## src/rtl/cpd_pkg.sv

```systemverilog
`timescale 1ns/1ps
package cpd_pkg;
  typedef struct packed {
    logic accept;
    logic brOp;
    logic brTake;
    logic brNull;
    logic rdOp;
    logic wrOp;
    logic vecSel;
    logic upOp;
    logic loOp;
    logic resvOp;
  } ctlStrobes_t;

  localparam logic [4:0] OP_BRANCH = 5'h08;
  localparam logic [4:0] OP_CTL_RD = 5'h02;
  localparam logic [4:0] OP_VEC_RD = 5'h01;
  localparam logic [4:0] OP_CTL_WR = 5'h06;
  localparam logic [4:0] OP_VEC_WR = 5'h05;

  localparam logic [31:0] UPPER_NOP = 32'h0000_02FF;
  localparam logic [31:0] LOWER_NOP = 32'h8000_033C;
  localparam logic [31:0] LOWER_TAG = 32'h1000_0000;
endpackage

```

## src/rtl/cpd_ctrl.sv

```systemverilog
`timescale 1ns/1ps
module cpd_ctrl
  import cpd_pkg::*;
#(
  parameter logic [5:0] CLASS_CODE = 6'h12
) (
  input  logic        instValid,
  input  logic [31:0] instWord,
  input  logic        macroBusy,
  input  logic        microBusy,
  input  logic        hazardHit,
  input  logic        interlockRelease,
  output logic        stall,
  output logic [4:0]  hazardId,
  output ctlStrobes_t strb
);
  logic       classOk, lowZero, ilk;
  logic [4:0] op, rt;
  logic       isBr, isCtlRd, isVecRd, isCtlWr, isVecWr;
  logic       isRd, isWr, isArith, isLo, isUp, isResv;
  logic       busyAny, moveStall, stallC, takeC;

  assign classOk  = (instWord[31:26] == CLASS_CODE);
  assign op       = instWord[25:21];
  assign rt       = instWord[20:16];
  assign lowZero  = (instWord[10:1] == 10'd0);
  assign ilk      = instWord[0];
  assign hazardId = instWord[15:11];

  assign isBr    = classOk && (op == OP_BRANCH) && (rt[4:2] == 3'd0);
  assign isCtlRd = classOk && (op == OP_CTL_RD) && lowZero;
  assign isVecRd = classOk && (op == OP_VEC_RD);
  assign isCtlWr = classOk && (op == OP_CTL_WR) && lowZero;
  assign isVecWr = classOk && (op == OP_VEC_WR);
  assign isRd    = isCtlRd || isVecRd;
  assign isWr    = isCtlWr || isVecWr;
  assign isArith = classOk && instWord[25];
  assign isLo    = isArith && (instWord[5:2] == 4'hF);
  assign isUp    = isArith && !isLo;
  assign isResv  = !(isBr || isRd || isWr || isArith);

  assign busyAny = macroBusy || microBusy;

  // macro mode wins; interlock bit matters only in micro mode
  always_comb begin
    if (macroBusy)             moveStall = hazardHit;
    else if (microBusy && ilk) moveStall = isRd ? 1'b1 : !interlockRelease;
    else                       moveStall = 1'b0;
  end

  always_comb begin
    if (isRd || isWr) stallC = moveStall;
    else if (isArith) stallC = microBusy;
    else              stallC = 1'b0;
  end

  assign stall = instValid && stallC;
  assign takeC = rt[0] ? busyAny : !busyAny;

  always_comb begin
    strb.accept = instValid && !stallC;
    strb.brOp   = isBr;
    strb.brTake = takeC;
    strb.brNull = rt[1] && !takeC;
    strb.rdOp   = isRd;
    strb.wrOp   = isWr;
    strb.vecSel = isVecRd || isVecWr;
    strb.upOp   = isUp;
    strb.loOp   = isLo;
    strb.resvOp = isResv;
  end
endmodule

```

## src/rtl/cpd_dp.sv

```systemverilog
`timescale 1ns/1ps
module cpd_dp
  import cpd_pkg::*;
#(
  parameter int            AW         = 32,
  parameter logic [AW-1:0] CTRL_BASE  = 'h1000,
  parameter logic [AW-1:0] VEC_BASE   = 'h2000,
  parameter int            REG_STRIDE = 16
) (
  input  logic          clk,
  input  logic          rstN,
  input  ctlStrobes_t   strb,
  input  logic [24:0]   instLow,
  input  logic [AW-1:0] instAddr,
  input  logic [31:0]   gprRtData,
  input  logic [31:0]   copRdData,
  output logic          brValid,
  output logic          brTaken,
  output logic          brNullify,
  output logic [AW-1:0] brTarget,
  output logic [AW-1:0] copAddr,
  output logic          copWrite,
  output logic [31:0]   copWrData,
  output logic          gprWrEn,
  output logic [4:0]    gprWrIdx,
  output logic [63:0]   gprWrData,
  output logic          issueValid,
  output logic [31:0]   issueUpper,
  output logic [31:0]   issueLower,
  output logic          resvExc
);
  localparam int SHIFT   = $clog2(REG_STRIDE);
  localparam int IMM_PAD = AW - 18;

  logic [15:0]   imm;
  logic [4:0]    regId;
  logic [AW-1:0] brOffset, targetNext, addrNext;
  logic [31:0]   upWord, loWord;
  logic          acc;

  assign imm        = instLow[15:0];
  assign regId      = instLow[15:11];
  assign brOffset   = {{IMM_PAD{imm[15]}}, imm, 2'b00};
  assign targetNext = instAddr + AW'(4) + brOffset;
  assign addrNext   = (strb.vecSel ? VEC_BASE : CTRL_BASE) + (AW'(regId) << SHIFT);
  assign upWord     = strb.loOp ? UPPER_NOP : {7'd0, instLow};
  assign loWord     = strb.loOp ? (LOWER_TAG | {7'd0, instLow}) : LOWER_NOP;
  assign acc        = strb.accept;

  always_ff @(posedge clk or negedge rstN) begin
    if (!rstN) begin
      brValid    <= 1'b0;
      brTaken    <= 1'b0;
      brNullify  <= 1'b0;
      brTarget   <= '0;
      copAddr    <= '0;
      copWrite   <= 1'b0;
      copWrData  <= '0;
      gprWrEn    <= 1'b0;
      gprWrIdx   <= '0;
      issueValid <= 1'b0;
      issueUpper <= '0;
      issueLower <= '0;
      resvExc    <= 1'b0;
    end else begin
      brValid    <= acc && strb.brOp;
      brTaken    <= acc && strb.brOp && strb.brTake;
      brNullify  <= acc && strb.brOp && strb.brNull;
      copWrite   <= acc && strb.wrOp;
      gprWrEn    <= acc && strb.rdOp;
      issueValid <= acc && (strb.upOp || strb.loOp);
      resvExc    <= acc && strb.resvOp;
      if (acc) begin
        brTarget   <= targetNext;
        copAddr    <= addrNext;
        copWrData  <= gprRtData;
        gprWrIdx   <= instLow[20:16];
        issueUpper <= upWord;
        issueLower <= loWord;
      end
    end
  end

  assign gprWrData = {{32{copRdData[31]}}, copRdData};
endmodule

```

## src/rtl/coproc_dispatch.sv

```systemverilog
`timescale 1ns/1ps
module coproc_dispatch
  import cpd_pkg::*;
#(
  parameter int            AW         = 32,
  parameter logic [AW-1:0] CTRL_BASE  = 'h1000,
  parameter logic [AW-1:0] VEC_BASE   = 'h2000,
  parameter int            REG_STRIDE = 16,
  parameter logic [5:0]    CLASS_CODE = 6'h12
) (
  input  logic          clk,
  input  logic          rstN,
  input  logic          instValid,
  input  logic [31:0]   instWord,
  input  logic [AW-1:0] instAddr,
  input  logic          macroBusy,
  input  logic          microBusy,
  input  logic          hazardHit,
  input  logic          interlockRelease,
  output logic [4:0]    hazardId,
  output logic          stall,
  input  logic [31:0]   gprRtData,
  input  logic [31:0]   copRdData,
  output logic          brValid,
  output logic          brTaken,
  output logic          brNullify,
  output logic [AW-1:0] brTarget,
  output logic [AW-1:0] copAddr,
  output logic          copWrite,
  output logic [31:0]   copWrData,
  output logic          gprWrEn,
  output logic [4:0]    gprWrIdx,
  output logic [63:0]   gprWrData,
  output logic          issueValid,
  output logic [31:0]   issueUpper,
  output logic [31:0]   issueLower,
  output logic          resvExc
);
  ctlStrobes_t strb;

  cpd_ctrl #(.CLASS_CODE(CLASS_CODE)) uCtrl (
    .instValid(instValid), .instWord(instWord),
    .macroBusy(macroBusy), .microBusy(microBusy),
    .hazardHit(hazardHit), .interlockRelease(interlockRelease),
    .stall(stall), .hazardId(hazardId), .strb(strb)
  );

  cpd_dp #(.AW(AW), .CTRL_BASE(CTRL_BASE), .VEC_BASE(VEC_BASE), .REG_STRIDE(REG_STRIDE)) uDp (
    .clk(clk), .rstN(rstN), .strb(strb), .instLow(instWord[24:0]),
    .instAddr(instAddr), .gprRtData(gprRtData), .copRdData(copRdData),
    .brValid(brValid), .brTaken(brTaken), .brNullify(brNullify), .brTarget(brTarget),
    .copAddr(copAddr), .copWrite(copWrite), .copWrData(copWrData),
    .gprWrEn(gprWrEn), .gprWrIdx(gprWrIdx), .gprWrData(gprWrData),
    .issueValid(issueValid), .issueUpper(issueUpper), .issueLower(issueLower),
    .resvExc(resvExc)
  );
endmodule

```

## config.mk

```make
export PLATFORM = sky130hd
export DESIGN_NAME = coproc_dispatch
export DESIGN_NICKNAME = d
export VERILOG_FILES = /design/src/rtl/cpd_pkg.sv /design/src/rtl/cpd_ctrl.sv /design/src/rtl/cpd_dp.sv /design/src/rtl/coproc_dispatch.sv
export SDC_FILE = /design/constraint.sdc
export NUM_CORES = 1
export LEC_CHECK = 0
export BUFFER_PORTS_ARGS = -buffer_cell sky130_fd_sc_hd__buf_4
export CAP_MARGIN = 20
export CORE_AREA = 2 2 147 149
export CTS_BUF_LIST = sky130_fd_sc_hd__clkbuf_8
export DETAILED_ROUTE_END_ITERATION = 10
export DIE_AREA = 0 0 149 151
export PLACE_DENSITY = 0.79
export SYNTH_ARGS = -nofsm -noshare
export SYNTH_HDL_FRONTEND = slang
export SYNTH_HIERARCHICAL = 1
export SYNTH_SLANG_ARGS = --single-unit
export TNS_END_PERCENT = 30
```

## constraint.sdc

```tcl
create_clock -name clk -period 1.33 [get_ports clk]
set_input_delay 0.0665 -clock clk [delete_from_list [all_inputs] [get_ports clk]]
set_output_delay 0.0665 -clock clk [all_outputs]
set_load 0.005 [all_outputs]
```

==> flow_summary_export.csv, run 1 <==
group,metric,value,unit
logic_synthesis,ys.flop_type,"dfrtp_1",
timing,finalHoldViolations,0,
placed_design,place_ws,-1.33,ns
layout,drive_gt1_share,49.3,%
logic_synthesis,synth_area,0.00800,mm^2
detailed_routing,final_antenna_net_count,0,
logic_synthesis,yosysUniqueCellTypes,58,
pwr,ir_drop,0.000662,V
detailed_routing,drc,0,
timing,final.min_clock_period,2.16,ns
detailed_routing,drtIter0Drc,312,
status,violations,"setup timing",
logic_synthesis,synthCells,783,
pwr,p_sw,3.85,mW
min_path,hold-path-cell-count,4,
pwr,combinationalPowerShare,33.4,%
setup_path,reg2reg_depth,1,
floorplanning,dieArea,0.0225,mm^2
cts,path_clk_slew,0.09,ns
cts,cts_buffers,17,
min_path,hold_end,"uDp/issueLower[4]",
timing,max_freq,462,MHz
pwr,pwr-share-clk,28.0,%
pwr,p_leak,5.79,nW
setup_path,r2r_end,"uDp/brTarget[28]",
detailed_routing,vias_per_cell,4.87,
setup_path,critPathRequiredTime,1.66,ns
pwr,power.density,1030,mW/mm^2
cts,h-tree-depth,4,
floorplanning,die_w,149,um
status,status,"finished, violations left",
global_routing,antenna_found_initial,1,
global_routing,grt_overflow,0,
logic_synthesis,async_flop_share,100,%
cts,clkLatencyLatePin,0.45,ns
min_path,hold_path.startpoint,"instWord[4]",
timing,period_share,163,%
setup_path,worstSetupEndpointType,"register",
pwr,seqPwrFrac,38.6,%
floorplanning,core,0.0208,mm^2
logic_synthesis,yosysWarnings,6,
timing,rsz0062_at_grt,"true",
pwr,switching_share,30.6,%
cts,cts.sinks,135,
timing,final.setup.tns,-37.92,ns
detailed_routing,dr.pass1.iters,4,
cts,cts_buffer_depth,2,
floorplanning,die_y,151,um
detailed_routing,vias,6852,
timing,setup_ws,-0.832,ns
timing,setup_violations,133,
timing,clock_skew,0,ns
setup_path,setup.worst_path.start_class,"input port",
floorplanning,start_util,38.4,%
pwr,power.total,12.6,mW
logic_synthesis,synth_most_common_cell,"dfrtp_1",
layout,diodes,0,
timing,final-max-slew-violation-count,0,
logic_synthesis,yosys-top-cells-area,"dfrtp_1 42%, buf_4 11%, mux2_2 9.3%",
placed_design,place_congestion,0.862,
logic_synthesis,synth_seq_area_share,42.2,%
global_routing,grt_pass1_wl,36800,um
detailed_routing,wl_per_cell,17.6,um
layout,stdcell_area,0.0122,mm^2
global_routing,grt_use_total,21.2,%
logic_synthesis,synth_top_area_share,42.2,%
job,max_cap_violations,0,
logic_synthesis,avgSynthCellArea,10.2,um^2
cts,cts_tree,"built",
logic_synthesis,synthTopCellsByCount,"135 x dfrtp_1, 113 x buf_4, 66 x mux2_2",
layout,areaGrowthSynthToFinish,52.2,%
floorplanning,rows,53,
global_routing,grt_pass1_vias,7120,
placed_design,place.port_buffers,243,
global_routing,grt_max_degree,57,
placed_design,placed_area,0.0105,mm^2
setup_path,reg2reg_from,"uDp/brTarget[28]",
min_path,min_path_type,"in2reg",
setup_path,cp.arrival,2.50,ns
cts,cts-root-buf,"clkbuf_8",
layout,fillCellCount,1698,
setup_path,cp_max_fo,4,
setup_path,crit_type,"in2reg",
pwr,p_int,8.75,mW
detailed_routing,wl,24700,um
placed_design,hpwl,16600,um
logic_synthesis,synth_edf_count,0,
logic_synthesis,synth_top_cell_by_area,"dfrtp_1",
logic_synthesis,ys_ff_latch,135,
layout,nets,1312,
setup_path,reg2reg_slack,0.45,ns
floorplanning,pin_count,377,
## how the worst max path moves through the flow
stage,startpoint,endpoint,slack [ns],depth (start not counted)
finish,instWord[14],uDp/brTarget[28],-0.83,11
CTS,instWord[1],uDp/brTarget[29],-0.76,12
floorplan,instWord[1],uDp/brTarget[29],-0.97,11
detailed placement,instWord[0],uDp/brTarget[29],-1.33,14
global route,instWord[14],uDp/brTarget[26],-0.85,13
global placement,instWord[1],uDp/brTarget[29],-1.28,12
## cell usage in the layout (no fill, tap or decap), types with 8 or more instances in the layout
| master | n |
|---|---|
| ha_1 | 31 |
| nand3_1 | 24 |
| buf_4 | 339 |
| nor2_1 | 41 |
| a21o_1 | 17 |
| ha_4 | 26 |
| a21oi_1 | 23 |
| nand2_1 | 20 |
| xnor2_1 | 13 |
| nor2_2 | 8 |
| conb_1 | 37 |
| buf_6 | 19 |
| dfrtp_1 | 135 |
| mux2_2 | 53 |
| o21ai_0 | 26 |
| mux2_4 | 13 |
| o21ai_1 | 19 |
| and2_1 | 8 |
| a31oi_1 | 8 |
| nand3b_1 | 17 |
| clkbuf_8 | 18 |
| dlygate4sd3_1 | 48 |
| inv_1 | 48 |
## sequential cells by signal, summed over array words and instances, names as in the netlist, 5 cells and up
register	flops
uDp/issueUpper	25
uDp/brTarget	32
uDp/gprWrIdx	5
uDp/copAddr	7
uDp/issueLower	27
uDp/copWrData	32
## per-stage QoR
step / util, % / cells / hold WS [ns]
2_1_floorplan: - / 819 / -0.229
3_3_place_gp: 50.7 / 1303 / -0.0297
3_5_place_dp: 50.7 / 1303 / -0.0214
4_1_cts: 56.7 / 1393 / 0.00135
5_1_grt: 58.5 / 1407 / 0.00484
6_report: 58.5 / 1407 / 0.0101
## cells by family after synthesis
| family | share of synthesized area, % |
|---|---|
| XOR/XNOR | 2.52 |
| buffers and inverters | 14.4 |
| adder cells (fa/ha/maj) | 9.16 |
| AO/OA/AOI/OAI | 11.7 |
| multiplexers | 9.29 |
| AND/OR/NAND/NOR | 10.7 |
| flip-flops | 42.2 |
| other | 0.0469 |
## cell type report
class                           instances  area (um^2)  share of cell area [%]
Inverter                               52          200                    1.64
Sequential cell                       135         3380                    27.7
Tap cell                              275          344                    2.83
Multi-Input combinational cell        491         4270                    35.0
Clock buffer                           18          248                    2.03
Clock inverter                         14          149                    1.22
Timing Repair Buffer                  422         3590                    29.5
## critical path: stages
cell	delay, ns
buf_4	0.13
ha_1	0.31
ha_4	0.28
buf_4	0.13
nand2_1	0.10
nor3_1	0.32
nor3_1	0.09
buf_4	0.17
o311a_1	0.39
o2111a_1	0.25
a221o_1	0.25
## power groups by stage
stage | logic, mW | clock network [mW] | registers, mW
after global routing | 4.58 | 3.80 | 4.93
after detailed placement | 3.56 | 0 | 4.94
after floorplan | 1.86 | 0 | 4.93
final | 4.21 | 3.53 | 4.86
after global placement | 3.50 | 0 | 4.91
after CTS | 3.98 | 3.63 | 4.86
## timing repair
item                                   4_1_cts  5_1_grt
gates resized for setup                     63       48
buffers inserted                             9       11
cloned                                       2        5
setup endpoints to repair                  124      136
hold buffers                                48        0
pin swaps                                   54       29
endpoints found under the hold margin      198        0
## metal layers
| layer | GRT usage [%] | routed length (um) |
|---|---|---|
| met1 | 25.0 | 9900 |
| met2 | 36.2 | 12300 |
| met3 | 5.99 | 1710 |
| met4 | 9.24 | 851 |
| met5 | 0 | 0 |
Note: power is estimated with default switching activity, not from simulation.
==> run 2: changes to the inputs <==
- CORE_AREA: 2 2 147 149 -> 2 2 146 148
- DIE_AREA: 0 0 149 151 -> 0 0 148 150
- PLACE_DENSITY: 0.79 -> 0.82
- SYNTH_HIERARCHICAL: 1 -> not set
- clock period: 1.33 -> 1.82 ns (I/O delays scaled with it)
==> run 2 against run 1 <==
  * Clock skew did not move
  * Global-route usage is 2.3 points higher
  * Sequential share of layout area increased by 0.76 points
  * Power shrank 29%
  * The flow still finishes with violations (setup timing)
  * Worst setup slack improved by 0.78 ns
  * Die area down 1.3%
  * Combinational power fell by 28%
  * First-iteration DRC count up 36%
  * Area after synthesis down 1.4%
  * Critical endpoint is now uDp.brTarget[29]
  * Largest power group unchanged
  * Final cell count increased by 9.2%
  * Via count is 12% higher
==> flow_summary_export.csv, run 2 <==
group,metric,value,unit
setup_path,crit_type,"in2reg",
floorplanning,rows,53,
cts,cts_buffers,17,
setup_path,cp_max_fo,5,
layout,reg.largest.list,"uDp.brTarget: 32 flops, uDp.copWrData: 32 flops, uDp.issueLower: 27 flops",
timing,final.setup.tns,-0.156,ns
logic_synthesis,synthSimpleGateAreaFrac,19.5,%
pwr,ir_drop,0.000389,V
pwr,p_leak,5.97,nW
detailed_routing,vias,7697,
timing,final-max-slew-violation-count,0,
logic_synthesis,synth_area,0.00789,mm^2
cts,cts_tree,"built",
pwr,power.density,757,mW/mm^2
status,violations,"setup timing",
timing,setup_ws,-0.0494,ns
logic_synthesis,async_flop_share,100,%
global_routing,grt_pass1_wl,40300,um
detailed_routing,drc,0,
min_path,min_path_type,"in2reg",
timing,finalHoldViolations,0,
layout,final_cell_mix,"365 x buf_4, 280 x nand2_1, 135 x dfrtp_1",
logic_synthesis,synth_top_area_share,42.8,%
logic_synthesis,yosysWarnings,0,
logic_synthesis,synthMuxAreaShare,0.143,%
placed_design,hpwl,19400,um
layout,areaGrowthSynthToFinish,50.3,%
logic_synthesis,synthAdderAreaFrac,9.29,%
global_routing,grt_overflow,0,
cts,h-tree-depth,4,
layout,nets,1441,
setup_path,reg2reg_from,"uDp.brTarget[19]",
floorplanning,dieArea,0.0222,mm^2
logic_synthesis,synth_seq_area_share,42.8,%
placed_design,place.port_buffers,243,
cts,clkLatencyLatePin,0.43,ns
min_path,hold_path.startpoint,"instAddr[2]",
setup_path,setup.worst_path.start_class,"input port",
detailed_routing,dr.pass1.iters,5,
timing,max_freq,535,MHz
timing,period_share,103,%
logic_synthesis,ys.flop_type,"dfrtp_1",
logic_synthesis,synth_compound_gate_area_share,11.5,%
detailed_routing,final_antenna_net_count,0,
detailed_routing,wl_per_cell,17.9,um
floorplanning,core,0.0207,mm^2
timing,setup_violations,7,
detailed_routing,wl,27400,um
logic_synthesis,synthCells,901,
logic_synthesis,synth_top_cell_by_area,"dfrtp_1",
layout,diodes,0,
global_routing,grt_max_degree,47,
logic_synthesis,yosysUniqueCellTypes,53,
setup_path,cp-startpoint,"instAddr[3]",
cts,cts.sinks,135,
setup_path,worstSetupEndpointType,"register",
job,max_cap_violations,0,
logic_synthesis,ys_ff_latch,135,
timing,final.min_clock_period,1.87,ns
placed_design,place_congestion,0.905,
timing,rsz0062_at_grt,"true",
setup_path,critPathRequiredTime,2.15,ns
floorplanning,die_y,150,um
layout,drive_gt1_share,39.5,%
layout,final_common_cell,"buf_4",
logic_synthesis,yosys-top-cells-area,"dfrtp_1 43%, nand2_1 13%, buf_4 10%",
logic_synthesis,synthTopCellsByCount,"282 x nand2_1, 135 x dfrtp_1, 108 x buf_4",
cts,cts-root-buf,"clkbuf_8",
global_routing,grt_use_total,23.5,%
detailed_routing,drtIter0Drc,424,
detailed_routing,vias_per_cell,5.01,
cts,path_clk_slew,0.09,ns
cts,cts_buffer_depth,2,
logic_synthesis,avgSynthCellArea,8.76,um^2
floorplanning,pin_count,377,
logic_synthesis,synth_xor_area_share,3.33,%
logic_synthesis,synth_top_family_by_area,"simple AND/OR/NAND/NOR gates",
pwr,power.total,8.98,mW
floorplanning,die_w,148,um
logic_synthesis,synth_most_common_cell,"nand2_1",
floorplanning,start_util,38.1,%
setup_path,reg2reg_slack,1.01,ns
global_routing,antenna_found_initial,0,
setup_path,cp.arrival,2.20,ns
status,status,"finished, violations left",
global_routing,grt_pass1_vias,7519,
logic_synthesis,synth_edf_count,0,
timing,clock_skew,0,ns
-- run 2: changes by cell type after synthesis, moves of 19 or more --
cell / previous run / this run
o21ai_1: 0 / 38
nand2_1: 21 / 282
mux2_2: 66 / 0
nor2_1: 51 / 32
inv_1: 51 / 8
clkbuf_1: 27 / 6
-- run 2: layout make-up --
type                       count  area (um^2)
timing repair buffer         436         3540
clock buffer                  17          234
inverter                       8         37.5
multi-input combinational    650         4170
tap                          275          344
fill                        1637         8830
sequential                   135         3380
clock inverter                15          154
-- run 2: layer usage --
metal | up-vias | part of all wire [%] | GRT usage, %
met5 | - | 0 | 0
met4 | 0 | 4.5 | 11.2
met3 | 113 | 7.4 | 4.97
met2 | 374 | 51 | 42.6
met1 | 3659 | 37 | 26.3
li1 | 3551 | - | -
-- run 2: power breakdown --
part / switching, mW / total (mW) / internal [mW]
Clock: 1.43 / 2.46 / 1.03
Combinational: 1.45 / 3.02 / 1.57
Sequential: 0.196 / 3.49 / 3.30
Total: 3.08 / 8.98 / 5.90
-- run 2: cells by family (layout without fill, tap and decap cells) --
family          Yosys count  after routing
other cells               1             37
flops                   135            135
fa+ha+maj                58             58
mux                       1              1
compound gates          150            150
simple gates            374            374
buf+inv                 152            476
xor+xnor                 30             30
-- run 2: per-stage QoR --
stage          utilization, %  instance area (um^2)  cells  setup WS [ns]  hold WS [ns]
2_1_floorplan               -                  8100    937         -0.276        -0.205
3_3_place_gp             50.0                 10300   1442         -0.591        0.0602
3_5_place_dp             50.0                 10300   1442         -0.697        0.0739
4_1_cts                  55.5                 11500   1532        -0.0253       0.00108
5_1_grt                  57.3                 11900   1536        -0.0683       0.00777
6_report                 57.3                 11900   1536        -0.0494        0.0172
-- run 2: what timing repair did --
action                                  CTS  global route
endpoints found under the hold margin   145             0
hold buffers                             55             0
setup buffers                             4             4
pin swaps                                16            32
resized for setup                        32            68
endpoints found under the setup margin   19            23
-- run 2: critical path, cell delays in order --
cell	delay (ns)
buf_6	0.10
ha_4	0.23
ha_4	0.16
fa_2	0.37
a21oi_2	0.19
o221ai_2	0.14
o21ai_2	0.16
buf_6	0.16
buf_6	0.11
o31ai_4	0.06
a21oi_2	0.17
xor2_1	0.15
o21ai_1	0.10
-- run 2: final timing paths --
kind / endpoint / cells past startpoint
hold / removal: uDp.brTarget[2] / 4
min in group asynchronous: uDp.brTarget[6] / 2
setup reg to reg: uDp.brTarget[19] / 1
setup / recovery: uDp.brTarget[29] / 13
max in group asynchronous: uDp.copWrData[21] / 3
hold reg to reg: uDp.issueLower[7] / 2
==> run 3: changes to the inputs <==
- CORE_AREA: 2 2 146 148 -> 2 2 148 150
- DIE_AREA: 0 0 148 150 -> 0 0 150 152
- PLACE_DENSITY: 0.82 -> 0.78
- clock period: 1.82 -> 2 ns (I/O delays scaled with it)
==> run 3 against run 2 <==
  * The flow now finishes without violations
  * Combinational power down 18%
  * Routed wire length fell by 8.8%
  * Critical path depth decreased by 1
  * Clock power shrank 7%
  * Register-to-register slack gained 0.22 ns
==> flow_summary_export.csv, run 3 (synthesized netlist as in run 2, its figures left out) <==
group,metric,value,unit
status,status,"complete, no violations",
timing,period_share,98.1,%
pwr,p_sw,2.47,mW
cts,h-tree-depth,4,
floorplanning,die_y,152,um
timing,clock_skew,0,ns
layout,areaGrowthSynthToFinish,44.7,%
timing,final.min_clock_period,1.96,ns
setup_path,cp.arrival,2.29,ns
setup_path,crit_type,"in2reg",
detailed_routing,final_antenna_net_count,0,
detailed_routing,wl,25000,um
setup_path,critPathRequiredTime,2.32,ns
cts,path_clk_slew,0.08,ns
timing,finalHoldViolations,0,
floorplanning,start_util,37.0,%
detailed_routing,drc,0,
timing,relSlewSlack,67.2,%
cts,cts_buffer_depth,2,
cts,clkLatencyLatePin,0.43,ns
placed_design,hpwl,18600,um
global_routing,grt_pass1_wl,38200,um
timing,worst_pin_slew,0.479,ns
detailed_routing,vias_per_cell,4.85,
timing,rsz0062_at_grt,"true",
pwr,seqPwrFrac,39.9,%
layout,final_common_cell,"buf_4",
pwr,switching_share,31.1,%
placed_design,placedCellCount,1439,
floorplanning,rows,54,
global_routing,grt_max_degree,51,
cts,cts_buffers,17,
floorplanning,die_w,150,um
pwr,combinationalPowerShare,31.4,%
timing,final-max-slew-violation-count,0,
global_routing,antenna_found_initial,0,
layout,final_cell_mix,"360 x buf_4, 282 x nand2_1, 135 x dfrtp_1",
detailed_routing,vias,7425,
layout,stdcell_area,0.0114,mm^2
min_path,min_path_type,"in2reg",
timing,max_freq,510,MHz
pwr,ir_drop,0.000313,V
floorplanning,pin_count,377,
pwr,p_leak,5.90,nW
floorplanning,dieArea,0.0228,mm^2
placed_design,place.port_buffers,243,
timing,whs,0.0395,ns
cts,cts.sinks,135,
pwr,p_int,5.47,mW
job,max_cap_violations,0,
layout,reg.largest.list,"uDp.brTarget: 32 flops, uDp.copWrData: 32 flops, uDp.issueLower: 27 flops",
layout,final_cells,1530,
placed_design,placed_area,0.0103,mm^2
setup_path,setup.worst_path.start_class,"input port",
layout,diodes,0,
detailed_routing,wl_per_cell,16.3,um
setup_path,cp_max_fo,6,
global_routing,grt_pass1_vias,7325,
timing,setup_violations,0,
global_routing,grt_overflow,0,
global_routing,grt_use_total,21.4,%
pwr,pwr-share-clk,28.7,%
detailed_routing,dr.pass1.iters,5,
floorplanning,core,0.0214,mm^2
detailed_routing,drtIter0Drc,418,
layout,drive_gt1_share,35.2,%
setup_path,worstSetupEndpointType,"register",
cts,cts_tree,"built",
layout,fillCellCount,1869,
layout,nets,1430,
placed_design,place_congestion,0.897,
cts,cts-root-buf,"clkbuf_8",
pwr,power.density,695,mW/mm^2
run 3: cell count changes in the layout (fill, tap and decap cells not counted), sizes merged:
cell	before	now
inv	17	15
bufinv	0	2
clkbuf	17	18
clkinvlp	1	3
buf	381	370
clkinv	5	2
run 3: power groups by stage:
stage | Sequential, mW | Clock (mW) | Combinational [mW]
floorplan | 3.22 | 0 | 1.11
global placement | 3.20 | 0 | 2.26
detailed placement | 3.22 | 0 | 2.29
CTS | 3.16 | 2.35 | 2.40
global route | 3.20 | 2.48 | 2.74
finish | 3.16 | 2.28 | 2.49
run 3: repair_timing:
item,4_1_cts,5_1_grt
cloned,0,0
hold buffers,55,0
pin swaps,0,12
buffers inserted,0,4
endpoints found under the hold margin,130,0
gates resized for setup,2,25
endpoints found under the setup margin,2,16
run 3: path summary, 6_finish.rpt:
kind | from | end | depth (start not counted) | slack [ns]
worst max-delay path | instWord[2] | uDp.brTarget[29] | 12 | 0.04
worst min-delay path | instWord[13] | uDp.copAddr[6] | 4 | 0.04
worst max register to register | uDp.brTarget[19] | uDp.brTarget[19] | 1 | 1.23
worst min register to register | uDp.issueLower[18] | uDp.issueLower[18] | 2 | 0.47
max in group asynchronous | rstN | uDp.copWrData[14] | 3 | 1.20
min in group asynchronous | rstN | uDp.brTarget[6] | 2 | 0.16
run 3: final cells by class:
cell class              instances  area (um^2)  area share (%)
clock buffers                  18          248            2.17
clock inverters                14          150            1.31
inverters                       8         32.5           0.285
multi-input cells             650         3820            33.5
flip-flops and latches        135         3380            29.6
well taps                     280          350            3.07
repair buffers                425         3440            30.1
run 3: through the flow:
stage	power [mW]	worst slack [ns]	utilization, %	setup TNS (ns)
final	7.93	0.0383	53.5	0
after detailed placement	5.51	-0.501	48.2	-18.55
after floorplan	4.33	-0.105	-	-0.619
after global routing	8.42	-0.0319	53.5	-0.0908
after global placement	5.46	-0.433	48.2	-15.66
after CTS	7.91	0.00556	52.7	0
run 3: critical path, stage by stage:
cell	delay (ns)
buf_4	0.11
ha_1	0.34
fa_2	0.44
a21oi_4	0.21
o221ai_4	0.14
o21ai_2	0.18
buf_6	0.15
o31ai_1	0.07
buf_4	0.16
a21oi_2	0.15
xor2_1	0.16
o21ai_1	0.07
run 3: metal layers:
metal / up-vias / global-route usage (%) / part of all wire (%)
li1: 3543 / - / -
met1: 3493 / 24.9 / 39
met2: 311 / 37.3 / 51
met4: 0 / 9.43 / 3.3
met3: 78 / 4.74 / 7.2
met5: - / 0 / 0
